--- config.mk ---
export PLATFORM = sky130hd
export DESIGN_NAME = cbr_regfile
export DESIGN_NICKNAME = d
export VERILOG_FILES = /design/src/rtl/cbr_pkg.sv /design/src/rtl/cbr_unlock_seq.sv /design/src/rtl/cbr_addr_decode.sv /design/src/rtl/cbr_reg_bank.sv /design/src/rtl/cbr_start_gen.sv /design/src/rtl/cbr_regfile.sv
export SDC_FILE = /design/constraint.sdc
export NUM_CORES = 1
export LEC_CHECK = 0
export BUFFER_PORTS_ARGS = -buffer_cell sky130_fd_sc_hd__clkbuf_2
export CELL_PAD_IN_SITES_DETAIL_PLACEMENT = 0
export CELL_PAD_IN_SITES_GLOBAL_PLACEMENT = 1
export CORE_MARGIN = 10
export CORE_UTILIZATION = 37
export CTS_CLUSTER_SIZE = 10
export DETAILED_ROUTE_END_ITERATION = 8
export GPL_TIMING_DRIVEN = 0
export MAX_ROUTING_LAYER = met4
export PLACE_DENSITY_LB_ADDON = 0.1
export SLEW_MARGIN = 20
export SYNTH_ARGS = -nofsm -noshare
export SYNTH_HDL_FRONTEND = slang
export SYNTH_SLANG_ARGS = --single-unit
--- constraint.sdc ---
create_clock -name clk -period 2.15 [get_ports clk]
set_input_delay 0.43 -clock clk [delete_from_list [all_inputs] [get_ports clk]]
set_output_delay 0.43 -clock clk [all_outputs]
set_load 0.02 [all_outputs]
--- src/rtl/cbr_pkg.sv ---
package cbr_pkg;

  localparam int NUM_REGS = 12;
  localparam int SEQ_LEN  = 4;

  localparam int SLOT_CARD     = 0;
  localparam int SLOT_BUF      = 1;
  localparam int SLOT_SECT_LO  = 2;
  localparam int SLOT_SECT_HI  = 3;
  localparam int SLOT_BLKS     = 4;
  localparam int SLOT_SPI      = 5;
  localparam int SLOT_SPI_WR   = 6;
  localparam int SLOT_RTC      = 7;
  localparam int SLOT_AUTOSAVE = 8;
  localparam int SLOT_PSRAM_PG = 9;
  localparam int SLOT_ROM_PG   = 10;
  localparam int SLOT_RAM_PG   = 11;

  localparam logic [31:0] LOCK_ADDR = 32'h09FC_0000;
  localparam logic [15:0] LOCK_DATA = 16'h1500;

  // address of each register slot
  function automatic logic [31:0] slot_addr(input int unsigned s);
    case (s)
      0:       return 32'h0940_0000;
      1:       return 32'h0942_0000;
      2:       return 32'h0960_0000;
      3:       return 32'h0962_0000;
      4:       return 32'h0964_0000;
      5:       return 32'h0966_0000;
      6:       return 32'h0968_0000;
      7:       return 32'h096A_0000;
      8:       return 32'h096C_0000;
      9:       return 32'h0986_0000;
      10:      return 32'h0988_0000;
      11:      return 32'h09C0_0000;
      default: return 32'hFFFF_FFFF;
    endcase
  endfunction

  // unlock handshake, address per step (order is behaviour)
  function automatic logic [31:0] seq_addr(input int unsigned s);
    case (s)
      0:       return 32'h09FE_0000;
      1:       return 32'h0800_0000;
      2:       return 32'h0802_0000;
      default: return 32'h0804_0000;
    endcase
  endfunction

  function automatic logic [15:0] seq_data(input int unsigned s);
    return (s[0] == 1'b0) ? 16'hD200 : 16'h1500;
  endfunction

  // sector count carried by a start pulse
  function automatic int unsigned clamp_blocks(input logic [14:0] cnt,
                                               input int unsigned lim);
    int unsigned c;
    c = 32'(cnt);
    return (c > lim) ? lim : c;
  endfunction

  function automatic logic card_is_on(input logic [15:0] v);
    return (v == 16'd1) || (v == 16'd3);
  endfunction

  function automatic logic card_is_reading(input logic [15:0] v);
    return v == 16'd3;
  endfunction

endpackage

--- src/rtl/cbr_unlock_seq.sv ---
module cbr_unlock_seq
  import cbr_pkg::*;
#(
  parameter int ADDR_W = 28,
  parameter int DATA_W = 16
) (
  input  logic              clk,
  input  logic              rst_n,
  input  logic              wr_en,
  input  logic [ADDR_W-1:0] wr_addr,
  input  logic [DATA_W-1:0] wr_data,
  output logic              unlocked
);

  localparam int STEP_W = $clog2(SEQ_LEN);

  logic [STEP_W-1:0] step_q, step_d;
  logic [31:0]       addr_ext;
  logic              match_cur, match_first, last_step, seq_done, lock_hit;

  assign addr_ext    = 32'(wr_addr);
  assign match_cur   = wr_en && (addr_ext == seq_addr(32'(step_q)))
                       && (wr_data == DATA_W'(seq_data(32'(step_q))));
  assign match_first = wr_en && (addr_ext == seq_addr(0))
                       && (wr_data == DATA_W'(seq_data(0)));
  assign last_step   = (step_q == STEP_W'(SEQ_LEN - 1));
  assign seq_done    = match_cur && last_step;
  assign lock_hit    = wr_en && (addr_ext == LOCK_ADDR)
                       && (wr_data == DATA_W'(LOCK_DATA));

  always_comb begin
    step_d = step_q;
    if (wr_en) begin
      if (match_cur)        step_d = last_step ? '0 : step_q + STEP_W'(1);
      else if (match_first) step_d = STEP_W'(1);
      else                  step_d = '0;
    end
  end

  always_ff @(posedge clk) begin
    if (!rst_n) begin
      step_q   <= '0;
      unlocked <= 1'b0;
    end else begin
      step_q <= step_d;
      if (lock_hit)      unlocked <= 1'b0;
      else if (seq_done) unlocked <= 1'b1;
    end
  end

  assert_seq_opens_R2: assert property (@(posedge clk) disable iff (!rst_n)
    seq_done |=> unlocked);

  assert_open_needs_seq_R2: assert property (@(posedge clk) disable iff (!rst_n)
    $rose(unlocked) |-> $past(seq_done));

  assert_break_restarts_R3: assert property (@(posedge clk) disable iff (!rst_n)
    (wr_en && !match_cur && !match_first) |=> (step_q == '0));

  assert_lock_closes_R6: assert property (@(posedge clk) disable iff (!rst_n)
    lock_hit |=> !unlocked);

endmodule

--- src/rtl/cbr_addr_decode.sv ---
module cbr_addr_decode
  import cbr_pkg::*;
#(
  parameter int ADDR_W = 28
) (
  input  logic                wr_en,
  input  logic [ADDR_W-1:0]   wr_addr,
  input  logic                unlocked,
  output logic [NUM_REGS-1:0] wr_sel
);

  logic [31:0]         addr_ext;
  logic [NUM_REGS-1:0] hit;

  assign addr_ext = 32'(wr_addr);

  for (genvar i = 0; i < NUM_REGS; i++) begin : g_slot
    assign hit[i] = wr_en && (addr_ext == slot_addr(i));
  end

  assign wr_sel = unlocked ? hit : '0;

endmodule

--- src/rtl/cbr_reg_bank.sv ---
module cbr_reg_bank
  import cbr_pkg::*;
#(
  parameter int DATA_W = 16
) (
  input  logic                             clk,
  input  logic                             rst_n,
  input  logic [NUM_REGS-1:0]              wr_sel,
  input  logic [DATA_W-1:0]                wr_data,
  output logic [NUM_REGS-1:0][DATA_W-1:0]  regs
);

  always_ff @(posedge clk) begin
    if (!rst_n) begin
      regs <= '0;
    end else begin
      for (int i = 0; i < NUM_REGS; i++) begin
        if (wr_sel[i]) regs[i] <= wr_data;
      end
    end
  end

  assert_hold_unselected_R4: assert property (@(posedge clk) disable iff (!rst_n)
    (wr_sel == '0) |=> $stable(regs));

  assert_one_target_R5: assert property (@(posedge clk) disable iff (!rst_n)
    $onehot0(wr_sel));

endmodule

--- src/rtl/cbr_start_gen.sv ---
module cbr_start_gen
  import cbr_pkg::*;
#(
  parameter int DATA_W     = 16,
  parameter int MAX_BLOCKS = 4,
  parameter int BLK_W      = 3
) (
  input  logic              clk,
  input  logic              rst_n,
  input  logic              count_wr,
  input  logic [DATA_W-1:0] wr_data,
  output logic              start_pulse,
  output logic              start_write,
  output logic [BLK_W-1:0]  start_blocks
);

  logic [14:0] cnt_field;
  assign cnt_field = 15'(wr_data[DATA_W-2:0]);

  always_ff @(posedge clk) begin
    if (!rst_n) begin
      start_pulse  <= 1'b0;
      start_write  <= 1'b0;
      start_blocks <= '0;
    end else begin
      start_pulse  <= count_wr;
      start_write  <= count_wr && wr_data[DATA_W-1];
      start_blocks <= count_wr ? BLK_W'(clamp_blocks(cnt_field, MAX_BLOCKS)) : '0;
    end
  end

  assert_pulse_from_write_R8: assert property (@(posedge clk) disable iff (!rst_n)
    start_pulse |-> $past(count_wr));

  assert_blocks_limit_R8: assert property (@(posedge clk) disable iff (!rst_n)
    start_pulse |-> (start_blocks <= BLK_W'(MAX_BLOCKS)));

  assert_quiet_fields_R8: assert property (@(posedge clk) disable iff (!rst_n)
    !start_pulse |-> (!start_write && start_blocks == '0));

endmodule

--- src/rtl/cbr_regfile.sv ---
module cbr_regfile
  import cbr_pkg::*;
#(
  parameter int ADDR_W     = 28,
  parameter int DATA_W     = 16,
  parameter int MAX_BLOCKS = 4,
  parameter int BLK_W      = $clog2(MAX_BLOCKS + 1)
) (
  input  logic                clk,
  input  logic                rst_n,
  input  logic                wr_en,
  input  logic [ADDR_W-1:0]   wr_addr,
  input  logic [DATA_W-1:0]   wr_data,
  output logic                unlocked,
  output logic [DATA_W-1:0]   card_ctrl,
  output logic                card_on,
  output logic                card_read_state,
  output logic [DATA_W-1:0]   buf_ctrl,
  output logic [2*DATA_W-1:0] sector_addr,
  output logic [DATA_W-1:0]   block_ctrl,
  output logic [DATA_W-1:0]   spi_ctrl,
  output logic [DATA_W-1:0]   spi_wr_ctrl,
  output logic [DATA_W-1:0]   rtc_ctrl,
  output logic [DATA_W-1:0]   autosave_ctrl,
  output logic [DATA_W-1:0]   rom_page,
  output logic [DATA_W-1:0]   psram_page,
  output logic [DATA_W-1:0]   ram_page,
  output logic                start_pulse,
  output logic                start_write,
  output logic [BLK_W-1:0]    start_blocks
);

  logic [NUM_REGS-1:0]             wr_sel;
  logic [NUM_REGS-1:0][DATA_W-1:0] regs;
  logic                            count_wr;

  cbr_unlock_seq #(.ADDR_W(ADDR_W), .DATA_W(DATA_W)) u_seq (
    .clk      (clk),
    .rst_n    (rst_n),
    .wr_en    (wr_en),
    .wr_addr  (wr_addr),
    .wr_data  (wr_data),
    .unlocked (unlocked)
  );

  cbr_addr_decode #(.ADDR_W(ADDR_W)) u_dec (
    .wr_en    (wr_en),
    .wr_addr  (wr_addr),
    .unlocked (unlocked),
    .wr_sel   (wr_sel)
  );

  cbr_reg_bank #(.DATA_W(DATA_W)) u_bank (
    .clk     (clk),
    .rst_n   (rst_n),
    .wr_sel  (wr_sel),
    .wr_data (wr_data),
    .regs    (regs)
  );

  assign count_wr = wr_sel[SLOT_BLKS];

  cbr_start_gen #(.DATA_W(DATA_W), .MAX_BLOCKS(MAX_BLOCKS), .BLK_W(BLK_W)) u_start (
    .clk          (clk),
    .rst_n        (rst_n),
    .count_wr     (count_wr),
    .wr_data      (wr_data),
    .start_pulse  (start_pulse),
    .start_write  (start_write),
    .start_blocks (start_blocks)
  );

  assign card_ctrl       = regs[SLOT_CARD];
  assign card_on         = card_is_on(16'(regs[SLOT_CARD]));
  assign card_read_state = card_is_reading(16'(regs[SLOT_CARD]));
  assign buf_ctrl        = regs[SLOT_BUF];
  assign sector_addr     = {regs[SLOT_SECT_HI], regs[SLOT_SECT_LO]};
  assign block_ctrl      = regs[SLOT_BLKS];
  assign spi_ctrl        = regs[SLOT_SPI];
  assign spi_wr_ctrl     = regs[SLOT_SPI_WR];
  assign rtc_ctrl        = regs[SLOT_RTC];
  assign autosave_ctrl   = regs[SLOT_AUTOSAVE];
  assign rom_page        = regs[SLOT_ROM_PG];
  assign psram_page      = regs[SLOT_PSRAM_PG];
  assign ram_page        = regs[SLOT_RAM_PG];

  assert_locked_freezes_R4: assert property (@(posedge clk) disable iff (!rst_n)
    !unlocked |=> $stable(regs));

  assert_read_implies_on_R9: assert property (@(posedge clk) disable iff (!rst_n)
    card_read_state |-> card_on);

  assert_start_only_open_R8: assert property (@(posedge clk) disable iff (!rst_n)
    start_pulse |-> $past(unlocked));

endmodule

## After elaboration in Yosys (flattened, before gate mapping)

Cells that the tools add are included.

| cells by class | value |
|---|---|
| bitwise operators | 2 |
| magnitude comparators | 1 |
| add/subtract/negate cells | 1 |
| reductions and logical operators | 25 |
| equal/unequal tests | 23 |
| multiplexer cells | 7 |

Operators with widths:

| kind | count |
|---|---|
| equality test 28 bit, second input constant | 14 |
| case mux 25 bit (3 select lines) | 1 |
| equality test 28 bit | 1 |
| logical AND 1 bit | 20 |
| equality test 16 x 1 -> 1 bit, second input constant | 1 |
| equality test 16 x 13 -> 1 bit, second input constant | 1 |
| equality test 16 bit | 1 |
| equality test 16 bit, second input constant | 1 |
| equality test 16 x 2 -> 1 bit, second input constant | 1 |
| two-way mux 16 bit | 1 |
| > comparator 15 x 3 -> 1 bit, second input constant | 1 |
| two-way mux 12 bit | 1 |
| equality test 2 bit, second input constant | 2 |
| two-way mux 2 bit | 2 |
| two-way mux 3 bit | 1 |
| OR reduction 3 bit | 1 |
| adder 2 x 1 -> 2 bit, second input constant | 1 |
| equality test 2 x 1 -> 1 bit, second input constant | 1 |
| zero test 2 bit | 1 |
| NOT 1 bit | 2 |
| AND reduction 2 bit | 1 |
| OR reduction 2 bit | 1 |
| logical OR 1 bit | 1 |
| two-way mux 1 bit | 1 |

| storage, ports and cells | value |
|---|---|
| word-level logic and storage cells | 77 |
| bits in registers | 200 |

## Logic depth before layout (Yosys ltp)

| depth | value |
|---|---|
| depth after elaboration | 6 |
| gate-level depth with buffers | 8 |
| mapped depth without buffers | 7 |

## Cells and area by module

From an unflattened synthesis, not the netlist that was laid out.

| second synthesis, totals | value |
|---|---|
| cell total of the unflattened synthesis | 752 |
| area total of the unflattened synthesis | 8,474.4 um^2 |

Modules (own cells, without submodules):

| module | times used | area an instance (um^2) | cells each |
|---|---|---|---|
| cbr_reg_bank | 1 | 7,553.5 | 637 |
| cbr_unlock_seq | 1 | 411.6 | 52 |
| cbr_addr_decode | 1 | 269.0 | 38 |
| cbr_start_gen | 1 | 198.9 | 19 |
| cbr_regfile | 1 | 41.3 | 6 |

## Least setup slack after synthesis

Ideal clock, no wire load.

| path | value |
|---|---|
| path kind | input to register |
| start | input port wr_addr[3] |
| end | register u_bank.regs[149] in the netlist's numbering |
| slack | 0.130 ns |
| required time | 2.022 ns |
| setup time | 0.128 ns |
| arrival time | 1.893 ns |
| stages on the path | 6 |
| path buffers | 1 |
| path through | nor4_2 -> nand3_1 -> nor4_4 -> buf_6 -> mux2i_1 -> nor2_1 |

| on the way | value |
|---|---|
| word-level cells in the longest chain between the ends | 3 |

Ends and longest elaborated chain:

| item | RTL line | text |
|---|---|---|
| start: declaration | cbr_regfile.sv:12 | `input logic [ADDR_W-1:0] wr_addr,` |
| equality test 28 bit | cbr_addr_decode.sv:18 | `assign hit[i] = wr_en && (addr_ext == slot_addr(i));` |
| logical AND 1 bit | cbr_addr_decode.sv:18 |  |
| two-way mux 12 bit | cbr_addr_decode.sv:21 | `assign wr_sel = unlocked ? hit : '0;` |
| end signal: indexed assignment | cbr_reg_bank.sv:18 | `if (wr_sel[i]) regs[i] <= wr_data;` |
| end: declaration | cbr_reg_bank.sv:10 | `output logic [NUM_REGS-1:0][DATA_W-1:0] regs` |

Every way passes these cells.
A chain may end at the register's enable or synchronous reset.

## Worst setup path in the final report

| path | value |
|---|---|
| start | input port wr_addr[26] |
| end | register u_bank.regs[133] in the netlist's numbering |

The elaborated chain is that of the path after synthesis.

==> impl_metrics.toml <==
[drt]
drtIter0Drc = 421
vias = 7353
ant_nets = 0
route.detailed.drc = 0
avgViaCountPerCell = 4.89
wirelength_um = 29300
routedWlPerCell_um = 19.5
drt_pre_antenna_iters = 5

[clock_tree]
clk_latency_ns = 0.45
cts.path.max_buffers = 2
cts_tree = "yes"
h-tree-depth = 4
cts.clk_slew.worst_paths_ns = 0.08
clock_tree.root_cell = "clkbuf_16"
cts_buffers = 17
cts.sinks = 200

[sta]
setup_violations = 0
slew_violations = 0
hold_ws_ns = 0.247
final.min_clock_period_ns = 2.08
clock_skew_ns = 0.0133
hold_violations = 0
setup_tns_ns = 0
worst_slew_pin_slew_ns = 1.02
slew_headroom_pct = 32.3
rsz0062_at_grt = "true"
max_freq_mhz = 480
fin_crit_sh_pct = 96.8
setup_ws_ns = 0.0684

[power]
p_switching_mw = 1.93
power_frac_seq_pct = 50.6
power_frac_clock_pct = 45.0
p_int_mw = 5.38
combPwrFrac_pct = 4.4
ir_drop_mv = 0.538
p_sw_share_pct = 26.4
power_leakage_nw = 4.19
power.density_nw_per_um2 = 722
finalPower_mw = 7.31

[global_route]
grt_pass1_vias = 7109
antenna_found_initial = 0
grt_pass1_wl_um = 43500
grt_start_max_net_pins = 22
grt_overflow = 0
grt_usage_pct = 21.5

[synth]
seq_area_frac_synth_pct = 51.1
syn_area_um2 = 7830
yosysWarnings = 0
synth_top_flop_cell = "dfxtp_1"
synth_seq_cells = 200
synth_cell_types = 42
async_flop_share_pct = 0
synth_edf_count = 0
netlist_instances = 941
syn_nets = 991
syn_area_per_cell_um2 = 8.32

[finish]
nets = 1266
final_area_um2 = 10100
n_fill_cell = 2157
area_growth_pct = 29.4
stdcell_count = 1504
diodes = 0
final_cell_mix = "322 x nand2_1, 250 x clkbuf_2, 200 x dfxtp_1"
fin_util_pct = 48.5
seqCellArea_um2 = 4000
final_common_cell = "nand2_1"
multi_input_area_um2 = 3510
drive_above_1_share_pct = 29.5

[placed_design]
placed_cells = 1461
routabilityCongestion = 0.845
postPlaceCellArea_um2 = 9400
place_hpwl_um = 21000
portBuffers = 245
dp_slack_ns = -0.447

[floorplanning]
initial_core_util_pct = 37.5
die_x_um = 165
dieArea_um2 = 27400
coreArea_um2 = 20900
dieHeight_um = 165
ios = 247
num_rows = 53

[critical_path]
worstPathArrival_ns = 2.46
startpoint_type = "input port"
crit_start = "wr_addr[26]"
critPathMaxFanout = 10
end_kind = "flop"
criticalPathCategory = "in2reg"
crit_required_ns = 2.53
r2r_start = "u_seq.unlocked$_SDFFE_PP0P_"

[outcome]
status = "complete, no violations"

[min_path]
hold_start = "wr_data[4]"
min_path_type = "in2reg"

[flow_run]
drv_cap = 0
==> power by group through the flow <==
stage / clock network [mW] / registers [mW] / logic, mW
final: 3.29 / 3.70 / 0.324
after global placement: 0 / 3.79 / 0.326
after detailed placement: 0 / 3.79 / 0.325
after floorplan: 0 / 3.79 / 0.141
after CTS: 3.36 / 3.70 / 0.326
after global routing: 3.48 / 3.70 / 0.351
==> timing repair <==
action,CTS,global route
setup endpoints to repair,1,81
resized for setup,1,13
buffers inserted,0,11
endpoints found under the hold margin,0,0
hold buffers,0,0
pin swaps,0,7
==> critical path, stage by stage <==
cell and delay [ns]:
clkbuf_2 0.07, and4bb_1 0.42, nand4_2 0.19, buf_6 0.22, nor4_4 0.59, buf_4 0.28, nand2_1 0.06, a21oi_1 0.17
==> synthesized netlist by cell type, drive strengths merged, types with 3 or more instances <==
cell type,count,share of area [%]
a21oi,163,11
and2,4,0.32
and3,6,0.48
and4,4,0.45
buf,28,2.4
clkbuf,40,1.9
dfxtp,200,51
ha,3,0.48
inv,3,0.14
mux2i,33,4.2
nand2,332,16
nand2b,6,0.48
nand3,15,1.0
nand4,6,0.56
nor2,43,2.1
nor2b,4,0.32
nor3,10,0.64
nor4,21,3.7
nor4b,5,0.94
==> state kept, by name, indices dropped and copies added (netlist names) <==
name,flops
u_seq.unlocked,1
u_bank.regs,192
u_start.start_blocks,3
u_start.start_pulse,1
u_start.start_write,1
u_seq.step_q,2
==> worst paths after layout <==
check,end,slack [ns],depth (start not counted)
worst min register to register,u_bank.regs[97]$_SDFFE_PN0P_,0.45,2
worst max register to register,u_bank.regs[133]$_SDFFE_PN0P_,0.15,6
worst max-delay path,u_bank.regs[133]$_SDFFE_PN0P_,0.07,8
worst min-delay path,u_bank.regs[36]$_SDFFE_PN0P_,0.25,3
==> final cells by class <==
type                       count  share of cell area [%]
inverter                       3                   0.111
clock inverter                14                    1.74
timing repair buffer         256                    12.9
buffer                        68                    3.40
sequential                   200                    39.5
clock buffer                  18                    4.33
tap                          275                    3.40
multi-input combinational    670                    34.6
==> logic make-up after synthesis <==
family	share of synthesized area [%]
AOI/OAI and AO/OA	11.5
buffers and inverters	4.46
adders and majority gates	0.479
and+or+nand+nor	28.1
muxes	4.22
DFF	51.1
xor gates and xnor gates	0.112
==> metal layers <==
layer | share of wire (%) | global-route usage, %
met1 | 46 | 28.4
met2 | 46 | 32.7
met3 | 7.1 | 5.21
met4 | 0.78 | 4.75
met5 | 0 | -
Note: power is estimated with default switching activity, not from simulation.
